$ cat src/rtl/agu_pkg.sv
`timescale 1ns/1ps
package agu_pkg;
    typedef enum logic [1:0] {
        UPD_LIN  = 2'd0,
        UPD_CIRC = 2'd1,
        UPD_BREV = 2'd2,
        UPD_NONE = 2'd3
    } upd_e;

    typedef enum logic [1:0] {
        SZ_SINGLE = 2'd0,
        SZ_DUAL   = 2'd1,
        SZ_QUAD   = 2'd2,
        SZ_RSVD   = 2'd3
    } size_e;

    typedef enum logic [1:0] {
        RK_PTR  = 2'd0,
        RK_MOD  = 2'd1,
        RK_BASE = 2'd2,
        RK_LEN  = 2'd3
    } rkind_e;

    typedef enum logic {
        ST_IDLE = 1'b0,
        ST_BUSY = 1'b1
    } st_e;
endpackage

$ cat src/rtl/agu_regfile.sv
`timescale 1ns/1ps
module agu_regfile
    import agu_pkg::*;
#(
    parameter int AW   = 32,
    parameter int NBUF = 4,
    parameter int IW   = 2
) (
    input  logic          clk,
    input  logic          rst_n,
    input  logic          wr_en,
    input  rkind_e        wr_kind,
    input  logic [IW-1:0] wr_idx,
    input  logic [AW-1:0] wr_data,
    input  logic          wb_en,
    input  logic [IW-1:0] wb_idx,
    input  logic [AW-1:0] wb_data,
    input  logic [IW-1:0] rd_idx,
    output logic [AW-1:0] rd_ptr,
    output logic [AW-1:0] rd_mod,
    output logic [AW-1:0] rd_base,
    output logic [AW-1:0] rd_len
);
    logic [AW-1:0] ptr_q  [NBUF];
    logic [AW-1:0] mod_q  [NBUF];
    logic [AW-1:0] base_q [NBUF];
    logic [AW-1:0] len_q  [NBUF];

    always_ff @(posedge clk or negedge rst_n) begin
        if (!rst_n) begin
            for (int i = 0; i < NBUF; i++) begin
                ptr_q[i]  <= '0;
                mod_q[i]  <= '0;
                base_q[i] <= '0;
                len_q[i]  <= '0;
            end
        end else begin
            for (int i = 0; i < NBUF; i++) begin
                // Port write has priority over the stage write-back
                if (wr_en && wr_idx == IW'(i) && wr_kind == RK_PTR)
                    ptr_q[i] <= wr_data;
                else if (wb_en && wb_idx == IW'(i))
                    ptr_q[i] <= wb_data;
                if (wr_en && wr_idx == IW'(i) && wr_kind == RK_MOD)
                    mod_q[i] <= wr_data;
                if (wr_en && wr_idx == IW'(i) && wr_kind == RK_BASE)
                    base_q[i] <= wr_data;
                if (wr_en && wr_idx == IW'(i) && wr_kind == RK_LEN)
                    len_q[i] <= wr_data;
            end
        end
    end

    assign rd_ptr  = ptr_q[rd_idx];
    assign rd_mod  = mod_q[rd_idx];
    assign rd_base = base_q[rd_idx];
    assign rd_len  = len_q[rd_idx];

    p_port_beats_wb_r12: assert property (@(posedge clk) disable iff (!rst_n)
        (wr_en && wr_kind == RK_PTR && wb_en && wr_idx == wb_idx)
        |=> ptr_q[$past(wr_idx)] == $past(wr_data));

    p_wb_lands_r2: assert property (@(posedge clk) disable iff (!rst_n)
        (wb_en && !(wr_en && wr_kind == RK_PTR && wr_idx == wb_idx))
        |=> ptr_q[$past(wb_idx)] == $past(wb_data));
endmodule

$ cat src/rtl/agu_update.sv
`timescale 1ns/1ps
module agu_update
    import agu_pkg::*;
#(
    parameter int AW = 32
) (
    input  logic [AW-1:0] ptr,
    input  logic [AW-1:0] mod,
    input  logic [AW-1:0] base,
    input  logic [AW-1:0] len,
    input  upd_e          upd,
    input  logic          pre,
    output logic [AW-1:0] addr,
    output logic [AW-1:0] nptr,
    output logic          err
);
    localparam int SW = AW + 2;

    function automatic logic [AW-1:0] flip(input logic [AW-1:0] v);
        logic [AW-1:0] r;
        for (int i = 0; i < AW; i++) r[i] = v[AW-1-i];
        return r;
    endfunction

    logic signed [SW-1:0] sum_s, base_s, len_s, end_s, hi_s, lo_s;
    logic [AW:0]          mag;
    logic                 over;
    logic [AW-1:0]        circ_res, brev_res, tgt;

    always_comb begin
        sum_s  = $signed({2'b00, ptr}) + $signed({{2{mod[AW-1]}}, mod});
        base_s = $signed({2'b00, base});
        len_s  = $signed({2'b00, len});
        end_s  = base_s + len_s;
        hi_s   = sum_s - len_s;
        lo_s   = sum_s + len_s;
        mag    = mod[AW-1] ? ({1'b0, ~mod} + (AW+1)'(1)) : {1'b0, mod};
        over   = (len != '0) && (mag > {1'b0, len});

        // Compare-and-correct wrap: no alignment or power-of-two assumption
        if (len == '0)           circ_res = sum_s[AW-1:0];
        else if (sum_s >= end_s) circ_res = hi_s[AW-1:0];
        else if (sum_s < base_s) circ_res = lo_s[AW-1:0];
        else                     circ_res = sum_s[AW-1:0];

        brev_res = flip(flip(ptr) + flip(mod));

        err = 1'b0;
        unique case (upd)
            UPD_LIN:  tgt = sum_s[AW-1:0];
            UPD_CIRC: begin
                err = over;
                tgt = over ? ptr : circ_res;
            end
            UPD_BREV: tgt = brev_res;
            UPD_NONE: tgt = ptr;
        endcase

        addr = pre ? tgt : ptr;
        nptr = pre ? ptr : tgt;
    end
endmodule

$ cat src/rtl/agu_ctrl.sv
`timescale 1ns/1ps
module agu_ctrl
    import agu_pkg::*;
#(
    parameter int IW = 2
) (
    input  logic          clk,
    input  logic          rst_n,
    input  logic          cmd_valid,
    input  logic          cmd_pre,
    input  upd_e          cmd_upd,
    input  logic [IW-1:0] cmd_idx,
    input  size_e         cmd_size,
    output logic          cmd_ready,
    output logic          accept,
    output logic          stg_valid,
    output logic          stg_pre,
    output upd_e          stg_upd,
    output logic [IW-1:0] stg_idx,
    output size_e         stg_size,
    output logic          wb_en
);
    st_e  state_q, state_d;
    logic pending, conflict;

    // State register
    always_ff @(posedge clk or negedge rst_n) begin
        if (!rst_n) state_q <= ST_IDLE;
        else        state_q <= state_d;
    end

    // Outputs and next state
    always_comb begin
        pending   = (state_q == ST_BUSY) && !stg_pre && (stg_upd != UPD_NONE);
        conflict  = cmd_valid && pending && (cmd_idx == stg_idx);
        cmd_ready = !conflict;
        accept    = cmd_valid && !conflict;
        wb_en     = pending;
        stg_valid = (state_q == ST_BUSY);
        unique case (state_q)
            ST_IDLE: state_d = accept ? ST_BUSY : ST_IDLE;  // T_ISSUE
            ST_BUSY: state_d = accept ? ST_BUSY : ST_IDLE;  // T_CHAIN / T_DRAIN
        endcase
    end

    always_ff @(posedge clk or negedge rst_n) begin
        if (!rst_n) begin
            stg_pre  <= 1'b0;
            stg_upd  <= UPD_NONE;
            stg_idx  <= '0;
            stg_size <= SZ_SINGLE;
        end else if (accept) begin
            stg_pre  <= cmd_pre;
            stg_upd  <= cmd_upd;
            stg_idx  <= cmd_idx;
            stg_size <= cmd_size;
        end
    end

    p_accept_then_busy_r10: assert property (@(posedge clk) disable iff (!rst_n)
        (cmd_valid && cmd_ready) |=> state_q == ST_BUSY);

    p_no_accept_then_idle_r10: assert property (@(posedge clk) disable iff (!rst_n)
        !(cmd_valid && cmd_ready) |=> state_q == ST_IDLE);

    p_stall_one_cycle_r11: assert property (@(posedge clk) disable iff (!rst_n)
        !cmd_ready |=> cmd_ready);
endmodule

$ cat src/rtl/agu_addr_gen.sv
`timescale 1ns/1ps
module agu_addr_gen
    import agu_pkg::*;
#(
    parameter int AW   = 32,
    parameter int NBUF = 4,
    localparam int IW  = $clog2(NBUF)
) (
    input  logic          clk,
    input  logic          rst_n,
    input  logic          cmd_valid,
    output logic          cmd_ready,
    input  logic          cmd_pre,
    input  logic [1:0]    cmd_upd,
    input  logic [IW-1:0] cmd_idx,
    input  logic          cmd_use_reg,
    input  logic [AW-1:0] cmd_imm,
    input  logic [1:0]    cmd_size,
    input  logic          wr_en,
    input  logic [1:0]    wr_kind,
    input  logic [IW-1:0] wr_idx,
    input  logic [AW-1:0] wr_data,
    output logic          out_valid,
    output logic [AW-1:0] out_addr,
    output logic [1:0]    out_size,
    output logic [AW-1:0] out_ptr,
    output logic          out_err
);
    logic          accept, stg_valid, stg_pre, wb_en, err;
    upd_e          stg_upd;
    size_e         stg_size;
    logic [IW-1:0] stg_idx;
    logic [AW-1:0] rd_ptr, rd_mod, rd_base, rd_len;
    logic [AW-1:0] op_ptr, op_mod, op_base, op_len;
    logic [AW-1:0] addr, nptr;

    agu_ctrl #(.IW(IW)) ctrl_i (
        .clk(clk), .rst_n(rst_n),
        .cmd_valid(cmd_valid), .cmd_pre(cmd_pre),
        .cmd_upd(upd_e'(cmd_upd)), .cmd_idx(cmd_idx),
        .cmd_size(size_e'(cmd_size)),
        .cmd_ready(cmd_ready), .accept(accept),
        .stg_valid(stg_valid), .stg_pre(stg_pre), .stg_upd(stg_upd),
        .stg_idx(stg_idx), .stg_size(stg_size), .wb_en(wb_en)
    );

    agu_regfile #(.AW(AW), .NBUF(NBUF), .IW(IW)) rf_i (
        .clk(clk), .rst_n(rst_n),
        .wr_en(wr_en), .wr_kind(rkind_e'(wr_kind)), .wr_idx(wr_idx),
        .wr_data(wr_data),
        .wb_en(wb_en), .wb_idx(stg_idx), .wb_data(nptr),
        .rd_idx(cmd_idx),
        .rd_ptr(rd_ptr), .rd_mod(rd_mod), .rd_base(rd_base), .rd_len(rd_len)
    );

    // Operand capture at acceptance
    always_ff @(posedge clk or negedge rst_n) begin
        if (!rst_n) begin
            op_ptr  <= '0;
            op_mod  <= '0;
            op_base <= '0;
            op_len  <= '0;
        end else if (accept) begin
            op_ptr  <= rd_ptr;
            op_mod  <= cmd_use_reg ? rd_mod : cmd_imm;
            op_base <= rd_base;
            op_len  <= rd_len;
        end
    end

    agu_update #(.AW(AW)) upd_i (
        .ptr(op_ptr), .mod(op_mod), .base(op_base), .len(op_len),
        .upd(stg_upd), .pre(stg_pre),
        .addr(addr), .nptr(nptr), .err(err)
    );

    assign out_valid = stg_valid;
    assign out_addr  = addr;
    assign out_ptr   = nptr;
    assign out_size  = stg_size;
    assign out_err   = stg_valid && err;

    p_err_freezes_ptr_r7: assert property (@(posedge clk) disable iff (!rst_n)
        (out_valid && out_err) |-> (out_ptr == op_ptr && out_addr == op_ptr));

    p_pre_keeps_ptr_r3: assert property (@(posedge clk) disable iff (!rst_n)
        (out_valid && stg_pre) |-> out_ptr == op_ptr);

    p_post_addr_is_ptr_r2: assert property (@(posedge clk) disable iff (!rst_n)
        (out_valid && !stg_pre) |-> out_addr == op_ptr);

    p_len0_no_err_r6: assert property (@(posedge clk) disable iff (!rst_n)
        (out_valid && op_len == '0) |-> !out_err);
endmodule

$ cat config.mk
export PLATFORM = sky130hd
export DESIGN_NAME = agu_addr_gen
export DESIGN_NICKNAME = d
export VERILOG_FILES = /design/src/rtl/agu_pkg.sv /design/src/rtl/agu_regfile.sv /design/src/rtl/agu_update.sv /design/src/rtl/agu_ctrl.sv /design/src/rtl/agu_addr_gen.sv
export SDC_FILE = /design/constraint.sdc
export NUM_CORES = 2
export LEC_CHECK = 0
export BUFFER_PORTS_ARGS = -buffer_cell sky130_fd_sc_hd__buf_4
export CAP_MARGIN = 20
export CORE_UTILIZATION = 25
export DETAILED_ROUTE_END_ITERATION = 8
export SLEW_MARGIN = 10
export SYNTH_ARGS = -nofsm -noshare
export SYNTH_HDL_FRONTEND = slang
export SYNTH_SLANG_ARGS = --single-unit
$ cat constraint.sdc
create_clock -name clk -period 7 [get_ports clk]
set_input_delay 1.05 -clock clk [delete_from_list [all_inputs] [get_ports clk]]
set_output_delay 1.05 -clock clk [all_outputs]
set_load 0.05 [all_outputs]
==> flow_metrics.py <==
metrics = {
    "run_status": {
        "status": "finished with violations",
        "violations": "DRC, setup timing",
    },
    "timing": {
        "slew_viol_final": 0,
        "hold_viol": 0,
        "setup-tns-final_ps": -71170,
        "fmax_mhz": 120,
        "tightestPinTransition_ps": 1170,
        "finalCriticalPeriod_ps": 8310,
        "rsz0062_at_grt": "yes",
        "slew_headroom_pct": 21.6,
        "fin_worst_skew_ps": 43.4,
        "postLayoutSetupSlackWorst_ps": -1310,
        "period_share_pct": 119,
        "setup_viol": 64,
        "holdWs_ps": 374,
    },
    "worst_setup_path": {
        "slowest_delay_ps": 540,
        "cp.arrival_ps": 7260,
        "worstSetupPathType": "reg -> out",
        "cpMaxStageDelayCell": "or4b_4",
        "critPathTopFamily": "compound AO/OA/AOI/OAI gates",
        "reg2reg_slack_ps": 190,
        "crit_cells": 35,
        "cp_num_buf_inv": 10,
        "cp_max_fo": 4,
        "r2r_end": "rf_i.ptr_q[39]",
        "reg2reg_depth": 36,
        "worstSetupEndpointType": "output pin",
        "required_ps": 5950,
        "startpoint": "op_len[0]",
        "crit_top_cell": "buf_4",
        "worstSetupEndpoint": "out_ptr[17]",
        "startpoint_type": "flop",
        "r2r_start": "op_len[0]",
    },
    "clock_network": {
        "holdBufCountCts": 0,
        "clk_pin_slew_ps": 60,
        "cts_tree": "yes",
        "cts_max_level": 3,
        "ctsRootBufferMaster": "clkbuf_16",
        "clockBufferDepth": 3,
        "cts_buffers": 67,
        "clock_latency_ps": 660,
        "cts.sinks": 648,
    },
    "route": {
        "wl_met1_um": 73700,
        "drt-initial-drc-count": 3644,
        "num_vias": 36145,
        "drc": 18,
        "detail-route-antenna-nets": 0,
        "wl_um": 167000,
        "via_per_inst": 5.26,
        "first_pass_iters": 8,
        "wire_per_inst_um": 24.3,
        "dr.max_layer_used": "met5",
        "route.met2.wl_um": 72500,
        "wl_met3_um": 15100,
    },
    "layout": {
        "regArea_mm2": 0.0162,
        "syn_to_final_growth_pct": 31.1,
        "most-common-layout-cells": "754 x buf_4, 645 x dfrtp_1, 484 x mux2_2",
        "fillCellCount": 16792,
        "multi_input_area_mm2": 0.0254,
        "stdcell_area_mm2": 0.0546,
        "fin_nets": 4931,
        "drive_above_1_share_pct": 40.3,
        "layout_commonest_cell": "buf_4",
    },
    "floorplanning": {
        "core_area_mm2": 0.165,
        "die-area_mm2": 0.168,
        "die_w_um": 410,
        "die_h_um": 410,
        "start_util_pct": 25.2,
        "std_cell_rows": 149,
        "ios": 149,
    },
    "synth": {
        "synth_nets": 4242,
        "synth_edf_count": 0,
        "synth_top_area_share_pct": 38.8,
        "netlist_area_mm2": 0.0416,
        "async_flop_share_pct": 100,
        "syn-instance-count": 3940,
        "synth_area_leader_cell": "dfrtp_1",
        "synth_ff_type": "dfrtp_1",
        "ys_warn_count": 0,
        "synth_area_leaders": "dfrtp_1 39%, mux2_2 14%, mux4_2 6.9%",
        "ys_seq_area_share_pct": 38.9,
        "ys_ff_latch": 648,
        "ys_types": 107,
        "syn_avg_cell_area_um2": 10.6,
    },
    "hold_path": {
        "hold_class": "in -> async",
    },
    "run": {
        "cap_violations": 0,
    },
    "placement": {
        "placement.cell_area_mm2": 0.0502,
        "gp_congestion": 1.02,
        "place_hpwl_um": 128000,
        "numPortBuffers": 148,
    },
    "grt": {
        "grt_first_pass_wirelength_um": 241000,
        "grt.overflow.total": 0,
        "antenna_found_initial": 16,
        "first_global_vias": 35123,
        "grtUsageTotal_pct": 19.3,
        "grt_max_degree": 157,
    },
}
==> sequential cells by signal (all words and copies together) (netlist names), 32 cells and up <==
signal and count:
rf_i.base_q 128, op_base 32, rf_i.mod_q 128, rf_i.ptr_q 128, op_len 32, op_ptr 32, rf_i.len_q 128, op_mod 32
==> cells in the mapped netlist, types with 25 or more instances <==
master and count:
a211oi_1 25, a21o_1 94, a21oi_1 251, a221o_1 49, and3_1 86, clkbuf_1 214
dfrtp_1 646, ha_1 217, inv_1 129, mux2_2 513, mux2i_1 42, mux4_2 128
nand2_1 283, nand3_1 64, nor2_1 230, nor3_1 51, o211ai_1 26, o21a_1 37
o21ai_0 193, o21ai_1 35, o21bai_1 31, o31ai_1 29, xnor2_1 97, xor2_1 40
==> layer usage <==
metal | vias to the layer above | GRT usage (%)
met1 | 18395 | 27.3
met5 | - | 0
li1 | 15977 | -
met4 | 10 | 5.92
met3 | 241 | 4.16
met2 | 1522 | 29.1
==> worst reg2reg max path, delay by kind of cell (launching register included) <==
kind | cells | cell delay (ps)
xor+xnor | 1 | 150
simple gates | 7 | 1120
buf+inv | 11 | 1340
compound gates | 14 | 2810
fa+ha+maj | 3 | 860
flops | 1 | 390
==> what timing repair did <==
action | CTS | global route
setup endpoints to repair | 69 | 96
pin swaps | 71 | 74
gates resized for setup | 199 | 128
gates cloned | 2 | 1
setup buffers | 42 | 29
==> layout make-up <==
class	count	share of cell area, %
multi-input combinational	2899	46.5
timing repair buffer	882	13.5
antenna	1	0.00458
clock inverter	31	0.818
sequential	648	29.7
tap	2189	5.02
clock buffer	90	3.49
inverter	131	0.901
==> through the flow <==
stage	util, %	cells	setup slack, ps
3_5_place_dp	30.4	6681	-832
3_3_place_gp	30.4	6681	-772
4_1_cts	32.6	6844	-1230
6_report	33.0	6871	-1310
5_1_grt	33.0	6870	-1510
2_1_floorplan	-	3940	-73.8
==> worst min path at each step <==
stage / start / to / slack, ps
CTS: rst_n / rf_i.mod_q[44] / 400
floorplan: rf_i.base_q[127] / rf_i.base_q[127] / 470
global route: rst_n / rf_i.mod_q[12] / 420
global placement: ctrl_i.stg_size[0] / ctrl_i.stg_size[0] / 460
finish: rst_n / rf_i.mod_q[44] / 370
detailed placement: ctrl_i.stg_size[0] / ctrl_i.stg_size[0] / 470
==> logic make-up (layout without fill, tap and decap cells) <==
kind of cell               Yosys count  after routing  share of synthesized area, %
and+or+nand+nor                    890            890                          10.2
buffers and inverters              393           1134                          3.68
xor gates and xnor gates           139            139                          2.96
DFF                                648            648                          38.9
muxes                              683            683                          21.8
other                                0              1                             0
adders and majority gates          224            224                          6.81
AOI/OAI and AO/OA                  963            963                          15.6
Power is left out: the tool's default activity adds up to more than one toggle a clock period on the data nets, which glitch-free logic cannot reach.
